$ cat config.mk
export PLATFORM = sky130hd
export DESIGN_NAME = lpm_lookup
export DESIGN_NICKNAME = d
export VERILOG_FILES = /design/src/rtl/lpm_pkg.sv /design/src/rtl/lpm_table.sv /design/src/rtl/lpm_match.sv /design/src/rtl/lpm_select.sv /design/src/rtl/lpm_lookup.sv
export SDC_FILE = /design/constraint.sdc
export NUM_CORES = 1
export LEC_CHECK = 0
export BUFFER_PORTS_ARGS = -buffer_cell sky130_fd_sc_hd__buf_2
export CAP_MARGIN = 20
export CORE_UTILIZATION = 47
export CTS_BUF_LIST = sky130_fd_sc_hd__clkbuf_16
export DETAILED_ROUTE_END_ITERATION = 10
export PLACE_DENSITY = 0.7
export SETUP_SLACK_MARGIN = 0.5
export SYNTH_ARGS = -nofsm -noshare
export SYNTH_HDL_FRONTEND = slang
export SYNTH_HIERARCHICAL = 1
export SYNTH_SLANG_ARGS = --single-unit
$ cat constraint.sdc
create_clock -name clk -period 26.7 [get_ports clk]
set_clock_uncertainty 0.2 [all_clocks]
set_input_delay 4.005 -clock clk [delete_from_list [all_inputs] [get_ports clk]]
set_output_delay 4.005 -clock clk [all_outputs]
set_load 0.01 [all_outputs]
$ cat src/rtl/lpm_pkg.sv
package lpm_pkg;

  localparam int ADDR_W  = 32;
  localparam int LEN_W   = 6;
  localparam int MAX_LEN = 32;

  // Mask with the top `l` bits set; lengths beyond 32 saturate.
  function automatic logic [ADDR_W-1:0] len_mask(input logic [LEN_W-1:0] l);
    logic [ADDR_W-1:0] m;
    for (int b = 0; b < ADDR_W; b++) begin
      m[ADDR_W-1-b] = (b < int'(l));
    end
    return m;
  endfunction

endpackage

$ cat src/rtl/lpm_table.sv
module lpm_table
  import lpm_pkg::*;
#(
  parameter int N_ENTRIES = 8,
  parameter int PORT_W    = 4,
  localparam int IDX_W    = (N_ENTRIES > 1) ? $clog2(N_ENTRIES) : 1
) (
  input  logic                                 clk,
  input  logic                                 rst,
  input  logic                                 cfg_we,
  input  logic [IDX_W-1:0]                     cfg_idx,
  input  logic [ADDR_W-1:0]                    cfg_prefix,
  input  logic [LEN_W-1:0]                     cfg_len,
  input  logic [PORT_W-1:0]                    cfg_port,
  input  logic                                 cfg_valid,
  output logic [N_ENTRIES-1:0]                 tbl_vld,
  output logic [N_ENTRIES-1:0][ADDR_W-1:0]     tbl_prefix,
  output logic [N_ENTRIES-1:0][LEN_W-1:0]      tbl_len,
  output logic [N_ENTRIES-1:0][PORT_W-1:0]     tbl_port
);

  logic [LEN_W-1:0] len_clamped;

  always_comb begin
    len_clamped = (cfg_len > LEN_W'(MAX_LEN)) ? LEN_W'(MAX_LEN) : cfg_len;
  end

  // Slots are flops: every slot is read on every cycle by the comparators.
  for (genvar g = 0; g < N_ENTRIES; g++) begin : g_slot
    always_ff @(posedge clk) begin
      if (rst) begin
        tbl_vld[g]    <= 1'b0;
        tbl_prefix[g] <= '0;
        tbl_len[g]    <= '0;
        tbl_port[g]   <= '0;
      end else if (cfg_we && (int'(cfg_idx) == g)) begin
        tbl_vld[g]    <= cfg_valid;
        tbl_prefix[g] <= cfg_prefix;
        tbl_len[g]    <= len_clamped;
        tbl_port[g]   <= cfg_port;
      end
    end
  end

  // the stored length never exceeds 32
  a_r10_len_clamped: assert property (@(posedge clk) disable iff (rst)
    cfg_we |=> (tbl_len[$past(cfg_idx)] <= LEN_W'(MAX_LEN)));

  // a removal write leaves the slot invalid
  a_r9_remove: assert property (@(posedge clk) disable iff (rst)
    (cfg_we && !cfg_valid) |=> !tbl_vld[$past(cfg_idx)]);

endmodule

$ cat src/rtl/lpm_match.sv
module lpm_match
  import lpm_pkg::*;
#(
  parameter int N_ENTRIES = 8
) (
  input  logic [ADDR_W-1:0]                 addr,
  input  logic [N_ENTRIES-1:0]              tbl_vld,
  input  logic [N_ENTRIES-1:0][ADDR_W-1:0]  tbl_prefix,
  input  logic [N_ENTRIES-1:0][LEN_W-1:0]   tbl_len,
  output logic [N_ENTRIES-1:0]              match
);

  for (genvar g = 0; g < N_ENTRIES; g++) begin : g_cmp
    logic [ADDR_W-1:0] mask;
    always_comb begin
      mask     = len_mask(tbl_len[g]);
      match[g] = tbl_vld[g] && (((addr ^ tbl_prefix[g]) & mask) == '0);
    end
  end

endmodule

$ cat src/rtl/lpm_select.sv
module lpm_select
  import lpm_pkg::*;
#(
  parameter int N_ENTRIES = 8,
  parameter int PORT_W    = 4,
  localparam int IDX_W    = (N_ENTRIES > 1) ? $clog2(N_ENTRIES) : 1
) (
  input  logic [N_ENTRIES-1:0]              match,
  input  logic [N_ENTRIES-1:0][LEN_W-1:0]   lens,
  input  logic [N_ENTRIES-1:0][PORT_W-1:0]  ports,
  output logic                              found,
  output logic [IDX_W-1:0]                  win_idx,
  output logic [PORT_W-1:0]                 win_port
);

  logic [LEN_W-1:0] best_len;

  // Strict greater-than keeps the lowest index on equal lengths.
  always_comb begin
    found    = 1'b0;
    win_idx  = '0;
    best_len = '0;
    for (int i = 0; i < N_ENTRIES; i++) begin
      if (match[i] && (!found || (lens[i] > best_len))) begin
        found    = 1'b1;
        win_idx  = IDX_W'(i);
        best_len = lens[i];
      end
    end
    win_port = ports[win_idx];
  end

endmodule

$ cat src/rtl/lpm_lookup.sv
module lpm_lookup
  import lpm_pkg::*;
#(
  parameter int N_ENTRIES = 8,
  parameter int PORT_W    = 4,
  localparam int IDX_W    = (N_ENTRIES > 1) ? $clog2(N_ENTRIES) : 1
) (
  input  logic              clk,
  input  logic              rst,
  input  logic              cfg_we,
  input  logic [IDX_W-1:0]  cfg_idx,
  input  logic [31:0]       cfg_prefix,
  input  logic [5:0]        cfg_len,
  input  logic [PORT_W-1:0] cfg_port,
  input  logic              cfg_valid,
  input  logic              lk_valid,
  input  logic [31:0]       lk_addr,
  output logic              out_valid,
  output logic              out_hit,
  output logic [PORT_W-1:0] out_port
);

  logic [N_ENTRIES-1:0]              tbl_vld;
  logic [N_ENTRIES-1:0][ADDR_W-1:0]  tbl_prefix;
  logic [N_ENTRIES-1:0][LEN_W-1:0]   tbl_len;
  logic [N_ENTRIES-1:0][PORT_W-1:0]  tbl_port;
  logic [N_ENTRIES-1:0]              match_c;

  // Stage 1 registers: match vector plus a snapshot of lengths and ports
  logic                              s1_vld;
  logic [N_ENTRIES-1:0]              s1_match;
  logic [N_ENTRIES-1:0][LEN_W-1:0]   s1_len;
  logic [N_ENTRIES-1:0][PORT_W-1:0]  s1_port;

  logic              sel_found;
  logic [IDX_W-1:0]  sel_idx;
  logic [PORT_W-1:0] sel_port;
  logic              has_default;

  lpm_table #(.N_ENTRIES(N_ENTRIES), .PORT_W(PORT_W)) u_table (
    .clk        (clk),
    .rst        (rst),
    .cfg_we     (cfg_we),
    .cfg_idx    (cfg_idx),
    .cfg_prefix (cfg_prefix),
    .cfg_len    (cfg_len),
    .cfg_port   (cfg_port),
    .cfg_valid  (cfg_valid),
    .tbl_vld    (tbl_vld),
    .tbl_prefix (tbl_prefix),
    .tbl_len    (tbl_len),
    .tbl_port   (tbl_port)
  );

  lpm_match #(.N_ENTRIES(N_ENTRIES)) u_match (
    .addr       (lk_addr),
    .tbl_vld    (tbl_vld),
    .tbl_prefix (tbl_prefix),
    .tbl_len    (tbl_len),
    .match      (match_c)
  );

  always_ff @(posedge clk) begin
    if (rst) begin
      s1_vld   <= 1'b0;
      s1_match <= '0;
      s1_len   <= '0;
      s1_port  <= '0;
    end else begin
      s1_vld   <= lk_valid;
      s1_match <= lk_valid ? match_c : '0;
      s1_len   <= tbl_len;
      s1_port  <= tbl_port;
    end
  end

  lpm_select #(.N_ENTRIES(N_ENTRIES), .PORT_W(PORT_W)) u_select (
    .match    (s1_match),
    .lens     (s1_len),
    .ports    (s1_port),
    .found    (sel_found),
    .win_idx  (sel_idx),
    .win_port (sel_port)
  );

  always_ff @(posedge clk) begin
    if (rst) begin
      out_valid <= 1'b0;
      out_hit   <= 1'b0;
      out_port  <= '0;
    end else begin
      out_valid <= s1_vld;
      out_hit   <= s1_vld && sel_found;
      out_port  <= (s1_vld && sel_found) ? sel_port : '0;
    end
  end

  always_comb begin
    has_default = 1'b0;
    for (int i = 0; i < N_ENTRIES; i++) begin
      if (tbl_vld[i] && (tbl_len[i] == '0)) has_default = 1'b1;
    end
  end

  // every request returns a result two edges later
  a_r2_fixed_latency: assert property (@(posedge clk) disable iff (rst)
    lk_valid |=> ##1 out_valid);

  // no hit is reported without a result strobe
  a_r2_hit_needs_valid: assert property (@(posedge clk) disable iff (rst)
    !out_valid |-> !out_hit);

  // a miss drives port zero
  a_r6_miss_port_zero: assert property (@(posedge clk) disable iff (rst)
    (out_valid && !out_hit) |-> (out_port == '0));

  // a live default route guarantees a hit
  a_r5_default_hits: assert property (@(posedge clk) disable iff (rst)
    (lk_valid && has_default) |=> ##1 out_hit);

  // the chosen slot is one that matched
  a_r4_winner_matched: assert property (@(posedge clk) disable iff (rst)
    sel_found |-> s1_match[sel_idx]);

endmodule

==> results.json <==
{
  "run_status": "complete, no violations",
  "p_leak_nw": 11.5,
  "max_freq_mhz": 78.1,
  "clock-sinks": 439,
  "worstSetupPathType": "flip-flop to flip-flop",
  "critPathRequiredTime_ns": 26.99,
  "die_h_um": 229,
  "min_period_ns": 12.80,
  "firstDrtPassIters": 7,
  "finalInstanceArea_um2": 26300,
  "viasPerCell": 5.95,
  "fin_setup_tns_ns": 0,
  "powerDensity_nw_per_um2": 55.8,
  "numCtsBuffers": 47,
  "clk_latency_ns": 0.60,
  "syn_to_final_growth_pct": 8.00,
  "grt_pass1_wl_mm": 117,
  "layout.cells.non_filler": 3276,
  "drive_above_1_share_pct": 8.88,
  "cts_tree": "built",
  "worst_pin_slew_ns": 1.28,
  "ios": 88,
  "finalHoldViolCount": 0,
  "r2r-start": "s1_match[0]",
  "grt_setup_unrepaired": "false",
  "port-buffer-count": 87,
  "grt-ovfl-total": 0,
  "cp_top_family": "compound AO/OA/AOI/OAI gates",
  "highest_layer": "met5",
  "placed_cell_area_um2": 24700,
  "drt_iter0_markers": 2013,
  "cp.arrival_ns": 13.10,
  "via_count": 19500,
  "start_util_pct": 48.1,
  "hold_buffers": 0,
  "cts-htree-levels": 2,
  "path_buf_inv": 1,
  "mostFrequentLayoutCells": "439 x dfxtp_1, 392 x nand2b_1, 344 x mux2i_1",
  "routed_wl_mm": 79.6,
  "final_common_cell": "dfxtp_1",
  "ys_warn_count": 6,
  "max_stage_delay_ns": 0.73,
  "min_path_type": "flip-flop to flip-flop",
  "gp_congestion": 0.985,
  "nets": 2688,
  "syn_inst": 2638,
  "period_share_pct": 48.0,
  "wl_met2_mm": 35.3,
  "crit_path_top_delay_cell": "a31oi_2",
  "min_from": "u_table/tbl_port[8]",
  "drtAntennaViolNets": 0,
  "wl_met1_mm": 33.9,
  "coreArea_um2": 50600,
  "drc": 0,
  "max-vdd-ir-drop_mv": 0.0520,
  "antenna_found_initial": 2,
  "die_x_um": 229,
  "cts_setup_buffers": 0,
  "grt_pass1_vias": 18800,
  "utilization_pct": 51.9,
  "placedCellCount": 3185,
  "synth_area_per_cell_um2": 9.21,
  "hpwlAfterDp_mm": 57.5,
  "dieArea_um2": 52600,
  "wl_per_cell_um": 24.3,
  "clk_pin_slew_ns": 0.06,
  "postCtsResizedCells": 0,
  "wl_met3_mm": 5.11,
  "report.final.slew_viol_count": 0,
  "timing.hold.ws_ns": 0.260,
  "grt_util_all_layers_pct": 29.4,
  "relSlewSlack_pct": 14.4,
  "crit_path_end_kind": "flip-flop",
  "grt_max_degree": 179,
  "cts_root_buf": "clkbuf_16",
  "critPathMostFrequentCell": "ha_1",
  "row_count": 82,
  "setup_viol": 0,
  "syn-num-nets": 2762,
  "path_max_fanout": 17,
  "startpoint_type": "flip-flop",
  "cap_viol_max_count": 0,
  "startpoint": "s1_match[0]",
  "clockBufferDepth": 3,
  "netlist_area_um2": 24300
}
worst reg2reg max path: cells and delay by family (launching register included):
family | cells | cell delay [ns]
AOI/OAI and AO/OA | 25 | 7.10
adders and majority gates | 7 | 2.14
buffers and inverters | 1 | 0.06
DFF | 1 | 0.69
muxes | 1 | 0.39
and+or+nand+nor | 11 | 2.15
power by group:
| part | total [mW] | internal, mW | leakage, nW | switching [mW] |
|---|---|---|---|---|
| logic | 0.149 | 0.0543 | 7.18 | 0.0949 |
| clock network | 0.636 | 0.353 | 0.747 | 0.282 |
| registers | 0.679 | 0.667 | 3.55 | 0.0114 |
cell type report:
type,count,area (um^2)
fill,4651,24300
antenna,2,5.00
multi-input combinational,1928,14300
inverter,34,128
timing repair buffer,114,661
tap,672,841
sequential,439,8790
clock buffer,47,1180
clock inverter,40,314
worst paths after layout:
check,to,cells after the start,slack [ns]
setup reg to reg,out_port[1],45,13.90
setup / recovery,out_port[1],45,13.90
hold / removal,s1_port[8],1,0.26
hold reg to reg,s1_port[8],1,0.26
stage by stage:
stage	worst slack [ns]	total power, mW
3_3_place_gp	13.88	0.836
5_1_grt	12.94	1.51
6_report	13.90	1.46
4_1_cts	14.07	1.47
2_1_floorplan	15.56	0.787
3_5_place_dp	14.06	0.838
metal layers:
layer,vias up,track usage [%]
li1,8991,-
met1,9495,37.3
met2,820,46.4
met3,188,5.00
met4,2,17.9
met5,-,0
state kept, by name, summed over array words and instances, names as in the netlist:
| name | flops |
|---|---|
| u_table/tbl_vld | 8 |
| s1_match | 8 |
| out_port | 4 |
| u_table/tbl_len | 48 |
| u_table/tbl_port | 32 |
| s1_vld | 1 |
| out_valid | 1 |
| s1_port | 32 |
| u_table/tbl_prefix | 256 |
| s1_len | 48 |
| out_hit | 1 |
No activity file was read; power rests on OpenSTA's default activity.
